<file path="src/rtl/mulbp_pkg.sv">
package mulbp_pkg;

  // Output pair of one array cell: sum goes down, carry goes to the next row
  typedef struct packed {
    logic s;
    logic c;
  } bp_sc_t;

endpackage

</file>
<file path="src/rtl/bp_fa_cell.sv">
module bp_fa_cell
  import mulbp_pkg::*;
(
  input  logic   md_bit,
  input  logic   mr_bit,
  input  logic   s_in,
  input  logic   c_in,
  output bp_sc_t res_o
);

  logic g_pp, g_s, g_c;
  logic fa_s, fa_c;

  always_comb begin
    // input isolation: gated to zero while the column is bypassed
    g_pp  = md_bit & mr_bit;
    g_s   = s_in & md_bit;
    g_c   = c_in & md_bit;
    fa_s  = g_pp ^ g_s ^ g_c;
    fa_c  = (g_pp & g_s) | (g_pp & g_c) | (g_s & g_c);
    // output mux selected by the multiplicand bit
    res_o.s = md_bit ? fa_s : s_in;
    res_o.c = md_bit ? fa_c : 1'b0;
  end

endmodule

</file>
<file path="src/rtl/bp_csa_array.sv">
module bp_csa_array
  import mulbp_pkg::*;
#(
  parameter int W = 8
) (
  input  logic [W-1:0] md,
  input  logic [W-1:0] mr,
  output logic [W-1:0] lo_o,
  output logic [W-2:0] sum_o,
  output logic [W-1:0] car_o
);

  localparam int NCELL = W * W;

  // flattened row-major planes: index j*W+i is row j, position i
  logic [NCELL-1:0] s_f;
  logic [NCELL-1:0] c_f;

  genvar i, j;
  generate
    for (i = 0; i < W; i++) begin : g_row0
      assign s_f[i] = md[i] & mr[0];
      assign c_f[i] = 1'b0;
    end

    for (j = 1; j < W; j++) begin : g_row
      for (i = 0; i < W; i++) begin : g_pos
        logic   s_up;
        bp_sc_t o;
        if (i == W-1) begin : g_edge
          assign s_up = 1'b0;
        end else begin : g_inner
          assign s_up = s_f[(j-1)*W + i + 1];
        end
        bp_fa_cell u_cell (
          .md_bit (md[i]),
          .mr_bit (mr[j]),
          .s_in   (s_up),
          .c_in   (c_f[(j-1)*W + i]),
          .res_o  (o)
        );
        assign s_f[j*W + i] = o.s;
        assign c_f[j*W + i] = o.c;
      end
    end

    for (j = 0; j < W; j++) begin : g_lo
      assign lo_o[j] = s_f[j*W];
    end
  endgenerate

  assign sum_o = s_f[(W-1)*W + 1 +: W-1];
  assign car_o = c_f[(W-1)*W +: W];

endmodule

</file>
<file path="src/rtl/bp_ripple_add.sv">
module bp_ripple_add #(
  parameter int W = 8
) (
  input  logic [W-1:0] x,
  input  logic [W-1:0] y,
  output logic [W-1:0] s
);

  logic [W-1:0] cy;

  assign cy[0] = 1'b0;

  genvar k;
  generate
    for (k = 0; k < W; k++) begin : g_bit
      assign s[k] = x[k] ^ y[k] ^ cy[k];
      if (k < W-1) begin : g_carry
        assign cy[k+1] = (x[k] & y[k]) | (x[k] & cy[k]) | (y[k] & cy[k]);
      end
    end
  endgenerate

endmodule

</file>
<file path="src/rtl/bp_col_mult.sv">
module bp_col_mult #(
  parameter int W = 8
) (
  input  logic [W-1:0]   md_i,
  input  logic [W-1:0]   mr_i,
  output logic [2*W-1:0] prod_o
);

  logic [W-1:0] lo_bits;
  logic [W-2:0] last_sum;
  logic [W-1:0] last_car;
  logic [W-1:0] hi_bits;

  bp_csa_array #(.W(W)) u_array (
    .md    (md_i),
    .mr    (mr_i),
    .lo_o  (lo_bits),
    .sum_o (last_sum),
    .car_o (last_car)
  );

  bp_ripple_add #(.W(W)) u_final (
    .x ({1'b0, last_sum}),
    .y (last_car),
    .s (hi_bits)
  );

  assign prod_o = {hi_bits, lo_bits};

endmodule

</file>
<file path="config.mk">
export PLATFORM = sky130hd
export DESIGN_NAME = bp_col_mult
export DESIGN_NICKNAME = d
export VERILOG_FILES = /design/src/rtl/mulbp_pkg.sv /design/src/rtl/bp_fa_cell.sv /design/src/rtl/bp_csa_array.sv /design/src/rtl/bp_ripple_add.sv /design/src/rtl/bp_col_mult.sv
export SDC_FILE = /design/constraint.sdc
export NUM_CORES = 1
export LEC_CHECK = 0
export ABC_CLOCK_PERIOD_IN_PS = 13400
export BUFFER_PORTS_ARGS = -buffer_cell sky130_fd_sc_hd__buf_2
export CORE_MARGIN = 4
export CORE_UTILIZATION = 65
export DETAILED_ROUTE_END_ITERATION = 16
export PLACE_DENSITY_LB_ADDON = 0.15
export SLEW_MARGIN = 5
export SYNTH_ARGS = -nofsm -noshare
export SYNTH_HDL_FRONTEND = slang
export SYNTH_SLANG_ARGS = --single-unit
</file>
<file path="constraint.sdc">
create_clock -name vclk -period 13.4
set_input_delay 0.67 -clock vclk [all_inputs]
set_output_delay 0.67 -clock vclk [all_outputs]
set_load 0.01 [all_outputs]
</file>
---- Yosys cells after proc, flatten, opt, wreduce, memory -nomap -nowiden ----
Index checks and enable logic that the tools add are counted.
W data, S select, Z words.
word-level totals
  register bits after elaboration ......... 0
  input port bits ......................... 16
operators by class
  mux-type cells .......................... 105
  bitwise logic cells ..................... 507
operator list
  kind           count
  $and A1 B1 Y1  307
  $mux W1        105
  $xor A1 B1 Y1  104
  $or A1 B1 Y1   96

---- Depth between registers and ports, before layout ----
Gate-level depths: netlist of run 1.
  depth after elaboration ................. 53
  mapped depth ............................ 35

---- Modules after synthesis ----
Synthesis of run 1 repeated with hierarchy kept, for this count alone.
unflattened totals
  cells, all modules ...................... 410
  area total of the unflattened synthesis .. 2806.4 µm²
modules (own cells, without submodules)
  module         instances  cells each  area each (µm²)
  bp_fa_cell     56         7           46.3
  bp_ripple_add  1          8           156.4
  bp_csa_array   1          9           53.8
  bp_col_mult    1          1           3.8

---- Least setup slack after synthesis of run 1 ----
No wires, ideal clock.
  path type ............................... in2out
  start point ............................. input md_i[6]
  end point ............................... output prod_o[14]
  arrival ................................. 8714 ps
  slack ................................... 4016 ps
  stages .................................. 34
  buffers on the path ..................... 3
  path through ............................ buf_4 > buf_2 > clkbuf_1 > and2_1 > ha_1 > nand2_1 > a21oi_1 > fa_1 > o21ai_0 > a31o_2 > fa_1 > and2_1 > a311oi_2 > nand2_1 > fa_1 > nor2_1 > o21ai_0 > fa_1 > nand2_1 > nand3_1 > fa_1 > nand2b_1 > fa_1 > a21oi_1 > o31a_1 > ha_1 > inv_1 > fa_1 > fa_1 > fa_1 > fa_1 > fa_1 > fa_1 > inv_1
on the way
  word-level cells in the longest chain between the ends .. 47
  elaborated cells between the ends (all ways) .. 382
  classes of those cells .................. mux: 66; bitwise: 316
ends and longest elaborated chain
  element                     RTL line             source
  start: declaration          bp_col_mult.sv:4     input logic [W-1:0] md_i,
  $and A1 B1 Y1               bp_csa_array.sv:22   assign s_f[i] = md[i] & mr[0];
  $and A1 B1 Y1               bp_fa_cell.sv:17     g_s = s_in & md_bit;
  $xor A1 B1 Y1               bp_fa_cell.sv:19     fa_s = g_pp ^ g_s ^ g_c;
  $mux W1                     bp_fa_cell.sv:22     res_o.s = md_bit ? fa_s : s_in;
  $and A1 B1 Y1               bp_fa_cell.sv:17
  $xor A1 B1 Y1 (2 in a row)  bp_fa_cell.sv:19
  $mux W1                     bp_fa_cell.sv:22
  $and A1 B1 Y1               bp_fa_cell.sv:17
  (+26 left out)              -
  $or A1 B1 Y1 (2 in a row)   bp_ripple_add.sv:18  assign cy[k+1] = (x[k] & y[k]) | (x[k] & cy[k]) | (y[k] & cy[k]);
  $and A1 B1 Y1               bp_ripple_add.sv:18
  $or A1 B1 Y1 (2 in a row)   bp_ripple_add.sv:18
  $and A1 B1 Y1               bp_ripple_add.sv:18
  $or A1 B1 Y1 (2 in a row)   bp_ripple_add.sv:18
  $and A1 B1 Y1               bp_ripple_add.sv:18
  $or A1 B1 Y1 (2 in a row)   bp_ripple_add.sv:18
  $xor A1 B1 Y1 *             bp_ripple_add.sv:16  assign s[k] = x[k] ^ y[k] ^ cy[k];
  end: declaration            bp_col_mult.sv:6     output logic [2*W-1:0] prod_o
Mark *: on every way between the ends. The rest lies on a longest branch, timed or not.

---- Worst setup path after layout of run 1 ----
Same ends and word-level chain as after synthesis.

==> results.cfg, run 1 <==
[outcome]
outcome = complete, no violations

[worst_setup_path]
timing.critical_path.slowest_stage_cell = fa_1
critical_path_peak_fanout = 38
cp-start-kind = input port
worst_ep_required_time_ns = 12.73
endpoint_kind = output pin
timing.critical_path.arrival_ns = 9.27
worst_path_largest_cell_delay_ns = 0.54
critical-path-top-cell-by-count = fa_1
critical_path_class = in2out

[clock_network]
cts_hold_repair.buffers = 0
total_of_cells_resized_after_clock_tree_synthesis = 0
cts_setup_buffers = 0

[min_path]
worst_hold_path_type = in2out
min_delay_worst_endpoint = prod_o[0]
worst_hold_startpoint = mr_i[0]
min_path_cells = 3

[place]
dp.final_hpwl_um = 4380
place_worst_setup_slack_ns = 3.40
gp_congestion = 0.848
numPlacedInstances = 410
port-buffer-count = 32

[final_layout]
n_antenna_cell = 0
stdcell_count = 410
final_layout_size_suffix_gt1_share_pct = 13.9
design.seq.count = 0
regArea_um2 = 0
syn2layout_area_growth_pct = 3.73
clock_buffer_count = 0
finish.utilization_pct = 70.3
num-nets-final = 434
fill_cells = 358

[power]
power_per_cell_area_nw_per_um2 = 32.6
power_leakage_nw = 1.28
cellInternalPower_mw = 0.0384
power_frac_comb_pct = 100.0
p_sw_mw = 0.0547
pwr-share-clk_pct = 0
power_frac_seq_pct = 0
vdd.ir_drop.worst_mv = 0.0176
sw_frac_of_total_pct = 58.8

[yosys]
net_count_of_the_mapped_netlist = 427
dominant_combinational_cell_family_by_area_after_synthesis = simple AND/OR/NAND/NOR gates
post_synth_inst_count = 355
yosys.area_share.xor_xnor_pct = 0
ys_types = 51
syn_area_per_cell_um2 = 7.74
post_synth_mux_area_share_pct = 3.00
post_synthesis_share_of_cell_area_spent_on_and_or_nand_and_nor_gates_pct = 39.3
mappedNetlistArea_um2 = 2750
yosysWarningCount = 0
synth-adder-area-share_pct = 38.6
seq_area_frac_synth_pct = 0
share_of_the_synthesized_area_in_compound_gates_ao_oa_aoi_oai_pct = 12.7

[flow_run]
cap_violations = 0

[timing]
period_share_pct = 74.2
final.setup.tns_ns = 0
unrepaired_setup_endpoints_after_global_routing = false
timing.fmax_mhz = 101
max_slew.worst_pin.slew_ns = 0.623
maxSlewHeadroom_pct = 58.5
final.min_clock_period_ns = 9.94
timing.final.max_slew_violations = 0
setup_viol = 0
final.setup.worst_slack_ns = 3.46
hold_viol_final = 0

[die]
die_height_um = 73.0
fp.dieArea_um2 = 5330
boundaryPins = 32
core.rowCount = 23
core_area_um2 = 4060
initial_core_util_pct = 67.7
die_width_um = 73.0

[routing]
ant_nets = 0
detailedRoute.firstIterationViolations = 63
vias = 2302
postRouteWirelength_um = 5470
drcViolationCount = 0
detail_route.vias_per_cell = 5.61
route.detailed.wl_per_inst_um = 13.3
drt-pass1-iter-count = 4

[grt]
grt_antenna_before_repair = 0
global_route_wire_length_before_repair_um = 9620
vias_in_the_first_global_route = 2093
grt_max_degree = 44
overall_fraction_of_global_route_tracks_in_use_pct = 22.2
overflow = 0
## area by class of cell
type                            instances  area (um^2)  area share [%]
Timing Repair Buffer                   32          160            5.62
Multi-Input combinational cell        313         2570            90.2
Inverter                               15         56.3            1.97
Tap cell                               50         62.6            2.19
## cells in the final DEF, fill, tap and decap left out, types with 2 or more instances in the layout
master     n
nand2b_1  16
nand2_1   62
fa_1      48
a211oi_1   2
inv_1     12
and3_1    12
o31a_1     2
nand3_1    3
nor2b_1    5
nor2_1    25
ha_1       8
o211ai_1   2
nand3b_1   2
mux2i_1    6
and2_1    60
mux2_2     2
inv_2      3
o21ai_0    9
and3b_1    4
nor3b_1    3
a21oi_1    9
and2_2     5
o21ai_1    5
buf_2     32
## worst max-delay path, delay by kind of cell
kind | cells | cell delay, ns
adder cells (fa/ha/maj) | 14 | 5.66
AO/OA/AOI/OAI | 8 | 1.32
AND/OR/NAND/NOR | 7 | 1.03
buffers and inverters | 4 | 0.59
## cell usage after synthesis (3+ instances only)
master | instances | area share [%]
clkbuf_1 | 20 | 2.7
nand2_1 | 62 | 8.5
a21oi_1 | 9 | 1.6
nand2b_1 | 16 | 3.6
and2_1 | 60 | 14
nor2b_1 | 5 | 1.1
and3b_1 | 4 | 1.3
inv_2 | 3 | 0.41
mux2i_1 | 6 | 2.2
o21ai_0 | 9 | 1.6
nor3b_1 | 3 | 0.82
ha_1 | 8 | 3.6
and2_2 | 5 | 1.4
nor2_1 | 25 | 3.4
buf_2 | 3 | 0.55
o21ai_1 | 5 | 0.91
inv_1 | 12 | 1.6
and3_1 | 12 | 2.7
fa_1 | 48 | 35
nand3_1 | 3 | 0.55
## layer usage
metal  part of all wire, %  track usage (%)
met4                     0            0.205
met5                     0                0
met2                    53             40.2
met3                   3.5                0
met1                    44             31.8
## power groups by stage
| stage | Sequential, mW | Clock [mW] | Combinational (mW) |
|---|---|---|---|
| 4_1_cts | 0 | 0 | 0.0944 |
| 5_1_grt | 0 | 0 | 0.108 |
| 3_3_place_gp | 0 | 0 | 0.0904 |
| 6_report | 0 | 0 | 0.0931 |
| 3_5_place_dp | 0 | 0 | 0.0940 |
| 2_1_floorplan | 0 | 0 | 0.0710 |
## worst max path at each step
stage	slack, ns	depth (start not counted)	from	end
after CTS	3.40	33	md_i[6]	prod_o[14]
final	3.46	33	md_i[6]	prod_o[14]
after floorplan	4.02	34	md_i[6]	prod_o[14]
after detailed placement	3.40	33	md_i[6]	prod_o[14]
after global routing	2.89	33	md_i[6]	prod_o[14]
after global placement	3.55	33	md_i[6]	prod_o[14]
## stage by stage
| step | hold slack (ns) | power (mW) | area, um^2 |
|---|---|---|---|
| global route | 1.86 | 0.108 | 2850 |
| detailed placement | 1.83 | 0.0940 | 2850 |
| CTS | 1.83 | 0.0944 | 2850 |
| finish | 1.82 | 0.0931 | 2850 |
| global placement | 1.82 | 0.0904 | 2850 |
| floorplan | 1.56 | 0.0710 | 2750 |
## cells by family after synthesis
family / count (synthesis)
compound gates: 46
fa+ha+maj: 56
buf+inv: 42
mux: 8
simple gates: 203
No activity file was read; power rests on OpenSTA's default activity.
==> inputs of run 2 (changes only) <==
--- a/config.mk
+++ b/config.mk
@@ -5,10 +5,11 @@
 export SDC_FILE = /design/constraint.sdc
 export NUM_CORES = 1
 export LEC_CHECK = 0
-export ABC_CLOCK_PERIOD_IN_PS = 13400
+export ABC_AREA = 1
+export ABC_CLOCK_PERIOD_IN_PS = 9500
 export BUFFER_PORTS_ARGS = -buffer_cell sky130_fd_sc_hd__buf_2
 export CORE_MARGIN = 4
-export CORE_UTILIZATION = 65
+export CORE_UTILIZATION = 63
 export DETAILED_ROUTE_END_ITERATION = 16
 export PLACE_DENSITY_LB_ADDON = 0.15
 export SLEW_MARGIN = 5
==> constraint.sdc (replaced) <==
create_clock -name vclk -period 9.5
set_input_delay 0.475 -clock vclk [all_inputs]
set_output_delay 0.475 -clock vclk [all_outputs]
set_load 0.01 [all_outputs]
==> run 2 against run 1 <==
Effect of this change:
- critical path depth is 2 higher
- count of clock-buffer cells in the layout did not move
- flip-flop and latch count did not move
- non-clock buffer count is 9 higher
- wire length up 2.7%
- via count grew 6.6%
- final cell count increased by 17%
- worst setup slack worse by 3.1 ns
- first-iteration DRC count increased by 62%
- die area up 1.6%
- largest cell class unchanged
- largest power group unchanged
==> results.cfg, run 2 <==
[grt]
grt_max_degree = 28
overall_fraction_of_global_route_tracks_in_use_pct = 22.8
vias_in_the_first_global_route = 2362
grt_antenna_before_repair = 0
overflow = 0
global_route_wire_length_before_repair_um = 10000

[power]
power_leakage_nw = 1.70
pwr-share-clk_pct = 0
p_sw_mw = 0.0818
sw_frac_of_total_pct = 62.7
total_power_of_the_final_layout_mw = 0.130
power_frac_seq_pct = 0
vdd.ir_drop.worst_mv = 0.0205
cellInternalPower_mw = 0.0486
power_frac_comb_pct = 100.0
power_per_cell_area_nw_per_um2 = 45.5

[worst_setup_path]
worst_path_largest_cell_delay_ns = 0.49
worst_ep_required_time_ns = 9.03
critical-path-top-cell-by-count = fa_1
critical_path_class = in2out
cp-start-kind = input port
endpoint_kind = output pin
timing.critical_path.slowest_stage_cell = fa_1
critical_path_peak_fanout = 3
timing.critical_path.arrival_ns = 8.66

[routing]
postRouteWirelength_um = 5610
drcViolationCount = 0
detailedRoute.firstIterationViolations = 102
ant_nets = 0
vias = 2455
drt-pass1-iter-count = 4
detail_route.vias_per_cell = 5.10
route.detailed.wl_per_inst_um = 11.7

[final_layout]
design.seq.count = 0
num-nets-final = 505
clock_buffer_count = 0
multiInputGateArea_um2 = 2300
commonest_cells_after_routing_fill_and_taps_aside = 147 x nand2_1, 65 x inv_1, 44 x fa_1
most_common_library_cell_in_the_layout_ignoring_fill_and_taps = nand2_1
final_layout_size_suffix_gt1_share_pct = 22.0
fill_cells = 378
n_antenna_cell = 0
syn2layout_area_growth_pct = 5.72
finish.utilization_pct = 70.1
regArea_um2 = 0

[yosys]
mappedNetlistArea_um2 = 2710
syn_area_per_cell_um2 = 6.47
yosysTopAreaCellShare_pct = 35.4
dominant_combinational_cell_family_by_area_after_synthesis = adder cells
synth.top_cells.by_count = 148 x nand2_1, 65 x inv_1, 48 x fa_1
post_synth_mux_area_share_pct = 0.369
share_of_the_synthesized_area_in_compound_gates_ao_oa_aoi_oai_pct = 6.88
post_synth_inst_count = 419
yosys.area.top_type = fa_1
yosys.area_share.xor_xnor_pct = 0
post_synthesis_share_of_cell_area_spent_on_and_or_nand_and_nor_gates_pct = 38.0
seq_area_frac_synth_pct = 0
net_count_of_the_mapped_netlist = 491
synth.area.top_cells = fa_1 35%, nand2_1 20%, inv_1 9.0%
synth-adder-area-share_pct = 39.1
yosysWarningCount = 0
ys_types = 28
most_used_standard_cell_by_instance_count_after_synthesis = nand2_1

[place]
gp_congestion = 0.826
place_worst_setup_slack_ns = 0.0603
dp.final_hpwl_um = 4590
port-buffer-count = 32

[die]
boundaryPins = 32
core.rowCount = 23
core_area_um2 = 4090
die_height_um = 73.6
die_width_um = 73.6
initial_core_util_pct = 66.4
fp.dieArea_um2 = 5420

[timing]
max_slew.worst_pin.slew_ns = 0.452
final.setup.tns_ns = 0
timing.final.max_slew_violations = 0
hold_viol_final = 0
final.setup.worst_slack_ns = 0.366
period_share_pct = 96.1
final.min_clock_period_ns = 9.13
timing.fmax_mhz = 109
unrepaired_setup_endpoints_after_global_routing = false
setup_viol = 0
maxSlewHeadroom_pct = 69.9

[flow_run]
cap_violations = 0

[min_path]
worst_hold_path_type = in2out
min_path_cells = 5

[outcome]
outcome = complete, no violations
run 2: changes by cell type after synthesis, moves of 8 or more:
cell	delta
nor2_1	+8
or2_2	+20
nand2_1	+86
and3_1	-12
nand3_1	+8
and2_1	-59
nand3_2	+11
inv_1	+53
nand2b_1	-16
run 2: logic make-up after synthesis:
family          count (synthesis)
simple gates                  231
buf+inv                       100
compound gates                 31
mux                             1
fa+ha+maj                      56
run 2: critical path, delay by kind of cell:
| family | cells | cell delay [ns] |
|---|---|---|
| compound gates | 1 | 0.16 |
| buf+inv | 4 | 0.34 |
| fa+ha+maj | 14 | 5.26 |
| simple gates | 16 | 2.42 |
run 2: what timing repair did:
action / 4_1_cts / 5_1_grt
setup endpoints to repair: 0 / 2
buffers inserted: 0 / 0
hold buffers: 0 / 0
gates resized for setup: 0 / 7
run 2: power groups by stage:
stage | Clock (mW) | Combinational, mW | Sequential (mW)
after floorplan | 0 | 0.100 | 0
after global placement | 0 | 0.127 | 0
after detailed placement | 0 | 0.130 | 0
after CTS | 0 | 0.131 | 0
after global routing | 0 | 0.153 | 0
final | 0 | 0.130 | 0
run 2: area by class of cell:
type               instances  area share [%]
inverters                 71            9.38
repair buffers            41            8.08
multi-input cells        319            80.4
well taps                 50            2.18
run 2: worst paths after layout:
kind	end	slack (ns)	start
hold / removal	prod_o[0]	1.39	mr_i[0]
setup / recovery	prod_o[14]	0.37	md_i[6]
run 2: per-stage QoR:
stage	instance area, um^2	hold slack, ns	std cells
4_1_cts	2850	1.39	481
2_1_floorplan	2710	1.20	419
6_report	2870	1.39	481
3_5_place_dp	2850	1.39	481
3_3_place_gp	2850	1.39	481
5_1_grt	2870	1.44	481
run 2: routing by layer:
metal  share of wire (%)  vias up  global-route usage [%]
met5                   0        -                       0
met1                  42     1156                    28.1
met2                  54       37                    44.5
li1                    -     1257                       -
met4                0.89        0                    2.82
met3                 3.2        5                    1.09
